**src/rtl/xdiv_pkg.sv**
```systemverilog
package xdiv_pkg;
  typedef enum logic [1:0] {
    DM_U32 = 2'b00,
    DM_S32 = 2'b01,
    DM_U64 = 2'b10,
    DM_S64 = 2'b11
  } div_mode_e;
endpackage

```
**src/rtl/xdiv_prep.sv**
```systemverilog
module xdiv_prep
  import xdiv_pkg::*;
#(
  parameter int XLEN = 64,
  parameter int IMMW = 13
) (
  input  div_mode_e        mode,
  input  logic             use_imm,
  input  logic [XLEN-1:0]  rs1,
  input  logic [XLEN-1:0]  rs2,
  input  logic [IMMW-1:0]  imm,
  input  logic [XLEN/2-1:0] y_in,
  output logic [XLEN-1:0]  dvd_mag,
  output logic [XLEN-1:0]  dvs_mag,
  output logic             q_neg,
  output logic             dvs_zero
);
  localparam int HALF = XLEN / 2;

  logic [XLEN-1:0] opb, dvd_raw, dvs_raw;
  logic            is_signed, wide, dvd_neg, dvs_neg;

  always_comb begin
    is_signed = mode[0];
    wide      = mode[1];
    opb = use_imm ? {{(XLEN-IMMW){imm[IMMW-1]}}, imm} : rs2;
    if (wide) begin
      dvd_raw = rs1;
      dvs_raw = opb;
    end else begin
      dvd_raw = {y_in, rs1[HALF-1:0]};
      dvs_raw = is_signed ? {{HALF{opb[HALF-1]}}, opb[HALF-1:0]}
                          : {{HALF{1'b0}}, opb[HALF-1:0]};
    end
    dvd_neg  = is_signed & dvd_raw[XLEN-1];
    dvs_neg  = is_signed & dvs_raw[XLEN-1];
    dvd_mag  = dvd_neg ? (~dvd_raw + 1'b1) : dvd_raw;
    dvs_mag  = dvs_neg ? (~dvs_raw + 1'b1) : dvs_raw;
    q_neg    = dvd_neg ^ dvs_neg;
    dvs_zero = (dvs_raw == '0);
  end
endmodule

```
**src/rtl/xdiv_core.sv**
```systemverilog
module xdiv_core #(
  parameter int W = 64
) (
  input  logic         clk,
  input  logic         rst,
  input  logic         load,
  input  logic [W-1:0] dvd,
  input  logic [W-1:0] dvs,
  output logic         busy,
  output logic         fin,
  output logic [W-1:0] quo
);
  localparam int CW = $clog2(W + 1);

  logic [W-1:0]  rem_q, dvs_q;
  logic [CW-1:0] cnt;
  logic [W:0]    shifted, diff;
  logic          fits;

  always_comb begin
    shifted = {rem_q, quo[W-1]};
    diff    = shifted - {1'b0, dvs_q};
    fits    = ~diff[W];
  end

  always_ff @(posedge clk) begin
    if (rst) begin
      rem_q <= '0;
      dvs_q <= '0;
      quo   <= '0;
      cnt   <= '0;
      busy  <= 1'b0;
      fin   <= 1'b0;
    end else begin
      fin <= 1'b0;
      if (load) begin
        rem_q <= '0;
        quo   <= dvd;
        dvs_q <= dvs;
        cnt   <= CW'(W);
        busy  <= 1'b1;
      end else if (busy) begin
        rem_q <= fits ? diff[W-1:0] : shifted[W-1:0];
        quo   <= {quo[W-2:0], fits};
        cnt   <= cnt - 1'b1;
        if (cnt == CW'(1)) begin
          busy <= 1'b0;
          fin  <= 1'b1;
        end
      end
    end
  end

  // one quotient bit per cycle while running
  p_step_r10: assert property (@(posedge clk) disable iff (rst)
    busy && !load |=> cnt == $past(cnt) - 1'b1);

  // completion never overlaps a running loop
  p_fin_idle_r11: assert property (@(posedge clk) disable iff (rst)
    fin |-> !busy);
endmodule

```
**src/rtl/xdiv_post.sv**
```systemverilog
module xdiv_post
  import xdiv_pkg::*;
#(
  parameter int XLEN = 64
) (
  input  div_mode_e       mode,
  input  logic            q_neg,
  input  logic [XLEN-1:0] quo_mag,
  output logic [XLEN-1:0] res,
  output logic [3:0]      cc_half,
  output logic [3:0]      cc_full
);
  localparam int HALF = XLEN / 2;
  localparam logic [XLEN-1:0] POS_LIM   = {{(XLEN-HALF+1){1'b0}}, {(HALF-1){1'b1}}};
  localparam logic [XLEN-1:0] NEG_MAG   = {{(XLEN-HALF){1'b0}}, 1'b1, {(HALF-1){1'b0}}};
  localparam logic [XLEN-1:0] NEG_CLAMP = {{(XLEN-HALF+1){1'b1}}, {(HALF-1){1'b0}}};
  localparam logic [XLEN-1:0] U_CLAMP   = {{(XLEN-HALF){1'b0}}, {HALF{1'b1}}};

  logic [XLEN-1:0] q_signed;
  logic            clamped;

  always_comb begin
    q_signed = q_neg ? (~quo_mag + 1'b1) : quo_mag;
    clamped  = 1'b0;
    res      = quo_mag;
    unique case (mode)
      DM_U32: begin
        if (|quo_mag[XLEN-1:HALF]) begin
          res     = U_CLAMP;
          clamped = 1'b1;
        end
      end
      DM_S32: begin
        if (!q_neg && quo_mag > POS_LIM) begin
          res     = POS_LIM;
          clamped = 1'b1;
        end else if (q_neg && quo_mag > NEG_MAG) begin
          res     = NEG_CLAMP;
          clamped = 1'b1;
        end else begin
          res = q_signed;
        end
      end
      DM_U64: res = quo_mag;
      DM_S64: res = q_signed;
      default: res = quo_mag;
    endcase
    cc_half = {res[HALF-1], (res[HALF-1:0] == '0), clamped, 1'b0};
    cc_full = {res[XLEN-1], (res == '0), 2'b00};
  end
endmodule

```
**src/rtl/xdiv_unit.sv**
```systemverilog
module xdiv_unit
  import xdiv_pkg::*;
#(
  parameter int XLEN = 64,
  parameter int IMMW = 13
) (
  input  logic              clk,
  input  logic              rst,
  input  logic              start,
  input  logic [1:0]        op_mode,
  input  logic              set_flags,
  input  logic              use_imm,
  input  logic [XLEN-1:0]   rs1,
  input  logic [XLEN-1:0]   rs2,
  input  logic [IMMW-1:0]   imm,
  input  logic [XLEN/2-1:0] y_in,
  output logic              busy,
  output logic              done,
  output logic [XLEN-1:0]   result,
  output logic              div_zero,
  output logic [7:0]        cc_out,
  output logic              cc_valid
);
  localparam int HALF = XLEN / 2;

  div_mode_e       mode_in, mode_q;
  logic            neg_q, flags_q, accept;
  logic [XLEN-1:0] dvd_mag, dvs_mag, quo_mag, post_res;
  logic            q_neg, dvs_zero, core_busy, core_fin;
  logic [3:0]      cc_half, cc_full;

  assign mode_in = div_mode_e'(op_mode);
  assign accept  = start && !busy;

  xdiv_prep #(.XLEN(XLEN), .IMMW(IMMW)) u_prep (
    .mode(mode_in), .use_imm(use_imm), .rs1(rs1), .rs2(rs2), .imm(imm),
    .y_in(y_in), .dvd_mag(dvd_mag), .dvs_mag(dvs_mag), .q_neg(q_neg),
    .dvs_zero(dvs_zero)
  );

  xdiv_core #(.W(XLEN)) u_core (
    .clk(clk), .rst(rst), .load(accept && !dvs_zero), .dvd(dvd_mag),
    .dvs(dvs_mag), .busy(core_busy), .fin(core_fin), .quo(quo_mag)
  );

  xdiv_post #(.XLEN(XLEN)) u_post (
    .mode(mode_q), .q_neg(neg_q), .quo_mag(quo_mag), .res(post_res),
    .cc_half(cc_half), .cc_full(cc_full)
  );

  always_ff @(posedge clk) begin
    if (rst) begin
      mode_q   <= DM_U32;
      neg_q    <= 1'b0;
      flags_q  <= 1'b0;
      busy     <= 1'b0;
      done     <= 1'b0;
      result   <= '0;
      div_zero <= 1'b0;
      cc_out   <= '0;
      cc_valid <= 1'b0;
    end else begin
      done     <= 1'b0;
      div_zero <= 1'b0;
      cc_valid <= 1'b0;
      if (accept) begin
        mode_q  <= mode_in;
        neg_q   <= q_neg;
        flags_q <= set_flags;
        if (dvs_zero) begin
          done     <= 1'b1;
          div_zero <= 1'b1;
        end else begin
          busy <= 1'b1;
        end
      end
      if (core_fin) begin
        busy     <= 1'b0;
        done     <= 1'b1;
        result   <= post_res;
        cc_out   <= {cc_full, cc_half};
        cc_valid <= flags_q;
      end
    end
  end

  // done is a single-cycle pulse
  p_done_pulse_r11: assert property (@(posedge clk) disable iff (rst)
    done |=> !done);

  // a fault leaves the destination untouched and raises no flags
  p_zero_hold_r2: assert property (@(posedge clk) disable iff (rst)
    done && div_zero |-> result == $past(result) && !cc_valid);

  // unsigned 32-bit results never exceed 32 bits
  p_u32_fit_r4: assert property (@(posedge clk) disable iff (rst)
    done && !div_zero && mode_q == DM_U32 |-> result[XLEN-1:HALF] == '0);

  // signed 32-bit results are always a sign extension of bit 31
  p_s32_fit_r6: assert property (@(posedge clk) disable iff (rst)
    done && !div_zero && mode_q == DM_S32 |->
      (result[XLEN-1:HALF-1] == '0) || (&result[XLEN-1:HALF-1]));

  // flags only accompany a fault-free completion
  p_ccv_r12: assert property (@(posedge clk) disable iff (rst)
    cc_valid |-> done && !div_zero);

  // leaving busy always coincides with completion
  p_busy_end_r10: assert property (@(posedge clk) disable iff (rst)
    $fell(busy) |-> done);
endmodule

```
**config.mk**
```make
export PLATFORM = sky130hd
export DESIGN_NAME = xdiv_unit
export DESIGN_NICKNAME = d
export VERILOG_FILES = /design/src/rtl/xdiv_pkg.sv /design/src/rtl/xdiv_prep.sv /design/src/rtl/xdiv_core.sv /design/src/rtl/xdiv_post.sv /design/src/rtl/xdiv_unit.sv
export SDC_FILE = /design/constraint.sdc
export NUM_CORES = 1
export LEC_CHECK = 0
export ABC_AREA = 1
export BUFFER_PORTS_ARGS = -buffer_cell sky130_fd_sc_hd__buf_2
export CAP_MARGIN = 15
export CORE_UTILIZATION = 35
export CTS_CLUSTER_SIZE = 10
export DETAILED_ROUTE_END_ITERATION = 10
export PLACE_DENSITY_LB_ADDON = 0.15
export SYNTH_ARGS = -nofsm -noshare
export SYNTH_HDL_FRONTEND = slang
export SYNTH_SLANG_ARGS = --single-unit
```
**constraint.sdc**
```tcl
create_clock -name clk -period 9.4 [get_ports clk]
set_input_delay 1.88 -clock clk [delete_from_list [all_inputs] [get_ports clk]]
set_output_delay 1.88 -clock clk [all_outputs]
set_load 0.02 [all_outputs]
```
=== Word-level counts from Yosys, hierarchy flattened ===
Cells that the tools add are included.

* Register bits: 278
* Logic and storage cells: 82

* Add/subtract/negate cells: 5
* Order comparisons: 2
* Eq/ne operators: 4
* Mux-type cells: 27
* Bitwise logic cells: 10
* Reduce and logical (&&, ||, !) cells: 18

{| class="wikitable"
|+ Operator list
! cell !! number
|-
| $mux 64 || 13
|-
| $pmux 64 s4 || 1
|-
| $add 64x1->64 const B || 3
|-
| $not 64->64 || 3
|-
| $logic_not 64->1 || 2
|-
| $sub 65x64->65 || 1
|-
| $gt 64x31->1 const B || 1
|-
| $gt 64x32->1 const B || 1
|-
| $logic_not 32->1 || 1
|-
| $reduce_or 32->1 || 1
|-
| $mux 7 || 2
|-
| $mux 1 || 10
|-
| $eq 7x1->1 const B || 1
|-
| $sub 7x1->7 const B || 1
|-
| $reduce_or 2->1 || 3
|-
| $eq 2x2->1 const B || 2
|-
| $logic_and 1x1->1 || 4
|-
| $not 1->1 || 4
|-
| $logic_not 1->1 || 3
|-
| $reduce_or 3->1 || 1
|-
| $and 1x1->1 || 2
|-
| $eq 2x1->1 const B || 1
|-
| $logic_not 2->1 || 1
|-
| $pmux 1 s2 || 1
|-
| 3 further kinds || 3
|}

=== Longest topological paths before layout ===
Gate-level depths: netlist of the first run.

* Depth in word-level cells: 7
* Mapped depth: 22
* Mapped depth without buffers: 19

=== Cells and area by module ===
Synthesis of the first run repeated with hierarchy kept, for this count alone.

* Cells, all modules: 5,363
* Area, all modules: 28,195.8 um^2

{| class="wikitable"
|+ Modules (own cells, without submodules)
! module !! times used !! cells an instance !! area an instance (um^2) !! sequential area each (um^2)
|-
| xdiv_core || 1 || 2,642 || 14,873.0 || 4,023.9
|-
| xdiv_prep || 1 || 1,350 || 6,039.5 || 0.0
|-
| xdiv_post || 1 || 1,017 || 4,489.3 || 0.0
|-
| xdiv_unit || 1 || 354 || 2,793.9 || 1,601.5
|}

=== Worst setup path before layout of the first run ===
Ideal clock, no wire load.

* Kind: input port to flip-flop
* Start: in use_imm
* End: reg u_core.quo[21]
* Data arrival time: 4,033 ps
* Setup slack: 5,235 ps
* Stages: 18
* Cell sequence: buf_6 -> buf_6 -> or2_2 -> o21ai_2 -> ha_1 -> nand2_1 -> nor2_4 -> inv_2 -> nor3_2 -> nand2_1 -> clkinv_1 -> nand3_2 -> nand2_2 -> inv_4 -> buf_6 -> buf_2 -> a22oi_1 -> a21oi_1

* Word-level cells in the longest chain between the ends: 7

{| class="wikitable"
|+ RTL lines
! element !! RTL line !! source
|-
| from (decl) || xdiv_unit.sv:12 || <nowiki>input logic use_imm,</nowiki>
|-
| $mux 64 (*) || xdiv_prep.sv:26 || <nowiki>opb = use_imm ? {{(XLEN-IMMW){imm[IMMW-1]}}, imm} : rs2;</nowiki>
|-
| $mux 64 || xdiv_prep.sv:32 || <nowiki>dvs_raw = is_signed ? {{HALF{opb[HALF-1]}}, opb[HALF-1:0]}</nowiki>
|-
| $mux 64 (*) || xdiv_prep.sv:27 || <nowiki>if (wide) begin</nowiki>
|-
| $logic_not 64->1 (*) || xdiv_prep.sv:40 || <nowiki>dvs_zero = (dvs_raw == '0);</nowiki>
|-
| $logic_not 1->1 (*) || xdiv_unit.sv:42 || <nowiki>.clk(clk), .rst(rst), .load(accept && !dvs_zero), .dvd(dvd_mag),</nowiki>
|-
| $logic_and 1x1->1 (*) || xdiv_unit.sv:42 ||
|-
| $mux 64 or $reduce_bool 2->1 (tied branches) || -- ||
|-
| to (signal assigned) || xdiv_core.sv:38 || <nowiki>quo <= dvd;</nowiki>
|-
| to (signal assigned) || xdiv_core.sv:44 || <nowiki>quo <= {quo[W-2:0], fits};</nowiki>
|-
| to (decl) || xdiv_core.sv:11 || <nowiki>output logic [W-1:0] quo</nowiki>
|}

Mark *: on every way between the ends. The rest lies on a longest branch, timed or not.
A chain may end at the register's enable or synchronous reset.

=== Worst setup path in the final report of the first run ===
Same ends and word-level chain as after synthesis.

==> results.ini, run 1 <==
[synthesis]
synth_most_common_cell = nand2_1
async_flop_share_pct = 0
ys_top_cells_by_area = dfxtp_1 23%, nand2_1 20%, nor2_1 7.7%, nand3_1 7.4%, inv_1 6.9%
synth_seq_area_share_pct = 22.6
synth_top_cell_by_area = dfxtp_1
syn_inst = 4251
synth_ff_type = dfxtp_1
synth_seq_cells = 276
syn_area_mm2 = 0.0244
netlist.area_leader.share_pct = 22.6
synth_top_cells_by_count = 1290 x nand2_1, 502 x nor2_1, 446 x inv_1
synth_edf_count = 0
yosysWarnings = 0
syn_avg_cell_area_um2 = 5.74
yosysUniqueCellTypes = 55

[placement]
place_ws_ps = 2730
dpl.hpwl_um = 74800
globalplace.congestion = 0.967
port_buffers = 252

[drt]
wl_per_cell_um = 17.8
drc_errors = 0
vias = 27230
first_pass_iters = 6
drtIter0Drc = 1840
antenna_left = 0
viasPerCell = 5.11
drt_wl_total_um = 95100

[die]
rows = 96
io_pins = 256
initial_core_util_pct = 35.5
core_area_mm2 = 0.0688
die_area_mm2 = 0.0708
die-width_um = 266
dieHeight_um = 266

[clocking]
cts_hold_buf = 0
cts.path.max_buffers = 3
post_cts_buffers = 0
cts_tree = built
cts_resized = 0
cts-root-buf = clkbuf_16
cts_max_level = 2
clk_latency_ps = 580
cts.sinks = 276
clk_transition_reported_paths_ps = 50
numCtsBuffers = 37

[finish]
nNetsFinal = 4634
area_growth_pct = 12.0
seqCellArea_mm2 = 0.00553
multiInputGateArea_mm2 = 0.0163
antennaDiodeCount = 0
fillers = 7918
drive_above_1_share_pct = 9.34

[grt]
grt.total_usage_pct = 26.6
grt_pass1_vias = 26168
antenna_found_initial = 1
grt_pass1_wl_um = 148000
gr-total-overflow = 0
grt_max_degree = 101

[timing]
finClkSkew_ps = 24.0
finalCritPeriodShare_pct = 65.6
rsz0062_at_grt = no
period_minus_slack_ps = 6170
finalHoldViolations = 0
finalSetupTns_ps = 0
worst_pin_slew_ps = 1050
relSlewSlack_pct = 29.0
final_max_slew_viol_count = 0
fmax_mhz = 162
setup_violations = 0
worst_slack_ps = 3230

[min_path]
min_path_type = reg -> reg
hp-start = result[37]$_SDFFE_PP0P_

[setup_path]
worstPathArrival_ps = 6650
cp_top_family = buffers and inverters
path_buf_inv = 6
crit_type = in -> reg
rrSetupSlack_ps = 4990
critPathRequiredTime_ps = 9890
cp-end-kind = register
startpoint = use_imm
worst_path_max_delay_cell = buf_4
r2r_start = u_core.quo[63]$_SDFFE_PP0P_
cp_max_fo = 100
cp_cell_sequence = buf_2, inv_4, nand2_1, nand2_2, nand3_2, o21ai_1, nor2_1, nand2_1, nor2_2, clkinv_1, nor2_1, nand3_2, nand2_2, buf_4, inv_4, buf_4, a22oi_1, a21oi_1
slowest_delay_ps = 830
critPathLaunchType = input pin

[power]
power_frac_seq_pct = 33.1
power_frac_comb_pct = 30.5
p_switching_mw = 1.48
peakVddDrop_mv = 0.118
swShare_pct = 37.8
power.density_mw_per_mm2 = 143
p_leak_nw = 12.9
pwr-share-clk_pct = 36.4
internal_power_mw = 2.43

[run_status]
status = finished clean

[flow_run]
maxCapViolCount = 0

[per-layer routing]
layer  routed length [um]  global-route usage [%]  vias up
met1                40000                    32.2    12259
met2                45300                    46.8      769
met5                    0                       0        -
met4                 5160                    13.2        0
met3                 4690                    2.62      209
li1                     -                       -    13993
[final cells by class]
class | instances | area share (%)
Multi-Input combinational cell | 3328 | 59.5
Sequential cell | 276 | 20.2
Inverter | 463 | 6.38
Timing Repair Buffer | 278 | 5.33
Tap cell | 931 | 4.26
Clock buffer | 48 | 3.80
Clock inverter | 8 | 0.540
[registers in the layout, summed over array words and instances (netlist names), 2 cells and up]
name / cells
u_core.quo: 64
u_core.rem_q: 64
u_core.dvs_q: 64
cc_out: 3
u_core.cnt: 7
mode_q: 2
result: 64
[cell families (layout without fill, tap and decap cells)]
| kind of cell | Yosys count | in the layout | synth area share, % |
|---|---|---|---|
| compound gates | 732 | 732 | 16.3 |
| xor+xnor | 171 | 171 | 6.13 |
| fa+ha+maj | 70 | 70 | 3.62 |
| buf+inv | 649 | 797 | 10.9 |
| flops | 276 | 276 | 22.6 |
| mux | 10 | 10 | 0.410 |
| other cells | 1 | 3 | 0.0154 |
| simple gates | 2342 | 2342 | 40.0 |
[placed cells by master (no fill, tap or decap), types with 16 or more instances in the layout]
cell type  Yosys  final
nor3_1        45     45
nand3_1      361    361
buf_4          8     26
o21ai_1       22     22
clkbuf_16      0     38
nand2_1     1290   1287
inv_1        446    444
xor2_1       111    111
a31oi_1       62     62
o21ai_0      242    242
o211ai_1      16     16
a21oi_1      312    312
nand4_1       49     49
a22oi_1       16     16
dfxtp_1      276    274
buf_2         41    252
nand3b_1      18     18
ha_1          69     69
xnor2_1       60     60
nor2_1       502    499
or2_2         24     24
[path summary, 6_finish.rpt]
path / end / cells past startpoint
worst min-delay path: result[37]$_SDFFE_PP0P_ / 2
worst min register to register: result[37]$_SDFFE_PP0P_ / 2
worst max register to register: u_core.rem_q[56]$_SDFFE_PP0P_ / 17
worst max-delay path: u_core.quo[21]$_SDFFE_PP0P_ / 18
[power by group through the flow]
stage / Sequential (mW) / Clock (mW) / Combinational, mW
final: 1.30 / 1.42 / 1.19
after global routing: 1.30 / 1.50 / 1.34
after CTS: 1.29 / 1.45 / 1.19
after detailed placement: 1.32 / 0 / 1.18
after global placement: 1.32 / 0 / 1.19
after floorplan: 1.29 / 0 / 0.851
[stage by stage]
| step | instances | util, % | hold WS, ps | total power, mW | area (um2) |
|---|---|---|---|---|---|
| finish | 5332 | 39.7 | 465 | 3.91 | 27300 |
| detailed placement | 5276 | 38.0 | 456 | 2.50 | 26200 |
| CTS | 5332 | 39.7 | 464 | 3.94 | 27300 |
| global route | 5332 | 39.7 | 482 | 4.14 | 27300 |
| floorplan | 4253 | - | 416 | 2.14 | 24400 |
| global placement | 5276 | 38.0 | 450 | 2.51 | 26200 |
[worst min-delay path, delay by kind of cell (launching register included)]
family,cells,cell delay (ps)
simple gates,2,120
flops,1,300
(Power assumes the default switching activity.)
==> run 2, diff against run 1 <==
==> constraint.sdc (replaced) <==
create_clock -name clk -period 5.2 [get_ports clk]
set_input_delay 1.04 -clock clk [delete_from_list [all_inputs] [get_ports clk]]
set_output_delay 1.04 -clock clk [all_outputs]
set_load 0.02 [all_outputs]
==> run 2 against run 1 <==
Net effect:
- power is 76% higher
- global-route usage is 0.52 points higher
- final area is 0.49% higher
- non-clock buffer count is 26 higher
- clock power is 67% higher
- critical path depth stayed put
- sequential power is 80% higher
- routed wire length is 2.0% higher
- sequential cell count stayed put
==> results.ini, run 2 (synthesized netlist as in run 1, its figures left out) <==
[clocking]
post_cts_buffers = 0  ; unchanged
clk_latency_ps = 580  ; about the same
cts.sinks = 276  ; unchanged
cts_hold_buf = 0  ; unchanged
cts_max_level = 2  ; unchanged
cts_resized = 0  ; unchanged
clk_transition_reported_paths_ps = 60  ; about the same
cts_tree = built
cts.path.max_buffers = 3  ; unchanged
numCtsBuffers = 37  ; unchanged
cts-root-buf = clkbuf_16

[run_status]
status = finished clean

[setup_path]
worstPathArrival_ps = 4670  ; -1980 ps
crit_type = reg -> reg
cp-end-kind = register
critPathRequiredTime_ps = 5630  ; -4260 ps
cp_max_fo = 13  ; -87%
critPathLaunchType = register

[timing]
period_minus_slack_ps = 4230
finalCritPeriodShare_pct = 81.4
finalHoldViolations = 0  ; unchanged
finalSetupTns_ps = 0  ; unchanged
relSlewSlack_pct = 32.5  ; +3.5 points
worst_pin_slew_ps = 1000  ; -51.9 ps
finClkSkew_ps = 30.3  ; +6.23 ps
setup_violations = 0  ; unchanged
fmax_mhz = 236
rsz0062_at_grt = no
final_max_slew_viol_count = 0  ; unchanged

[drt]
first_pass_iters = 5  ; -1
drc_errors = 0  ; unchanged
drtIter0Drc = 1756  ; -4.6%
antenna_left = 0  ; unchanged
drt_wl_total_um = 97000  ; +2.0%
wl_per_cell_um = 18.1  ; +1.5%
viasPerCell = 5.11  ; about the same
vias = 27384  ; +0.57%

[grt]
grt.total_usage_pct = 27.1  ; +0.52 points
grt_pass1_wl_um = 150000  ; +1.4%
grt_max_degree = 131  ; +30%
grt_pass1_vias = 26224  ; +0.21%
gr-total-overflow = 0  ; unchanged
antenna_found_initial = 0  ; -1

[finish]
drive_above_1_share_pct = 9.74  ; +0.40 points
area_growth_pct = 12.6
final_cell_mix = 1287 x nand2_1, 500 x nor2_1, 444 x inv_1
fin_area_mm2 = 0.0275  ; +0.49%
nNetsFinal = 4660  ; +0.56%
layout_commonest_cell = nand2_1

[placement]
port_buffers = 252  ; unchanged
globalplace.congestion = 0.982  ; +1.5%
dpl.hpwl_um = 77100  ; +3.0%
dpl-instance-area_mm2 = 0.0264  ; +0.98%

[power]
peakVddDrop_mv = 0.233  ; +98%
power.density_mw_per_mm2 = 251  ; +76%
p_leak_nw = 13.0  ; +0.60%
total_power_mw = 6.90  ; +76%

[flow_run]
maxCapViolCount = 0  ; unchanged

[die]
core_area_mm2 = 0.0688  ; unchanged
initial_core_util_pct = 35.5  ; unchanged
rows = 96  ; unchanged
die_area_mm2 = 0.0708  ; unchanged
io_pins = 256  ; unchanged
dieHeight_um = 266  ; unchanged
die-width_um = 266  ; unchanged

[min_path]
min_path_type = reg -> reg

==> run 2: cell types whose count changed in the layout (fill, tap and decap cells not counted), moves of 2 or more <==
cell        change
buf_12          +5
buf_4          +21
bufinv_16       -3
clkbuf_1        +4
clkbuf_8        -3
clkinvlp_4      +2
diode_2         +2
==> run 2: where the power goes <==
| part | total (mW) | switching [mW] | leakage, nW | internal, mW |
|---|---|---|---|---|
| clock | 2.37 | 1.02 | 0.512 | 1.35 |
| combinational | 2.19 | 1.54 | 10.2 | 0.653 |
| sequential | 2.34 | 0.123 | 2.25 | 2.22 |
| total | 6.90 | 2.68 | 13.0 | 4.22 |
==> run 2: worst paths after layout <==
kind / from / endpoint / slack, ps / depth (start not counted)
max: u_core.quo[63]$_SDFFE_PP0P_ / u_core.rem_q[31]$_SDFFE_PP0P_ / 970 / 18
min: result[32]$_SDFFE_PP0P_ / result[32]$_SDFFE_PP0P_ / 470 / 2
max reg2reg: u_core.quo[63]$_SDFFE_PP0P_ / u_core.rem_q[31]$_SDFFE_PP0P_ / 970 / 18
min reg2reg: result[32]$_SDFFE_PP0P_ / result[32]$_SDFFE_PP0P_ / 470 / 2
==> run 2: critical path: stages, from the launching register on <==
cell	delay (ps)
dfxtp_1	570
inv_1	200
ha_1	280
fa_1	400
nand3b_1	170
nand2_1	120
a21oi_1	180
o21ai_1	290
inv_1	70
o21ai_1	460
nand4_1	260
nand2_1	160
nand2_1	70
nand2_2	290
buf_12	200
buf_4	140
nand2_1	50
nand3_1	80
a21oi_1	80
==> run 2: final cells by class <==
cell class	instances	area (um2)
fill	7853	41300
multi-input combinational	3328	16300
sequential	276	5530
inverter	463	1750
timing repair buffer	304	1710
tap	931	1160
clock buffer	49	1010
clock inverter	6	46.3
antenna	2	5.00
==> run 2: per-stage QoR <==
step	std cells	hold WS, ps	setup WS, ps	util [%]
2_1_floorplan	4253	416	1870	-
3_3_place_gp	5302	460	648	38.4
3_5_place_dp	5302	457	595	38.4
4_1_cts	5357	468	1040	39.9
5_1_grt	5357	485	733	39.9
6_report	5359	466	968	39.9
==> run 2: per-layer routing <==
metal  GRT usage, %  vias up  wire, um
li1               -    14068         -
met1           32.9    12430     41100
met2           47.9      697     46600
met3           2.25      189      4040
met4           13.6        0      5210
met5              0        -         0
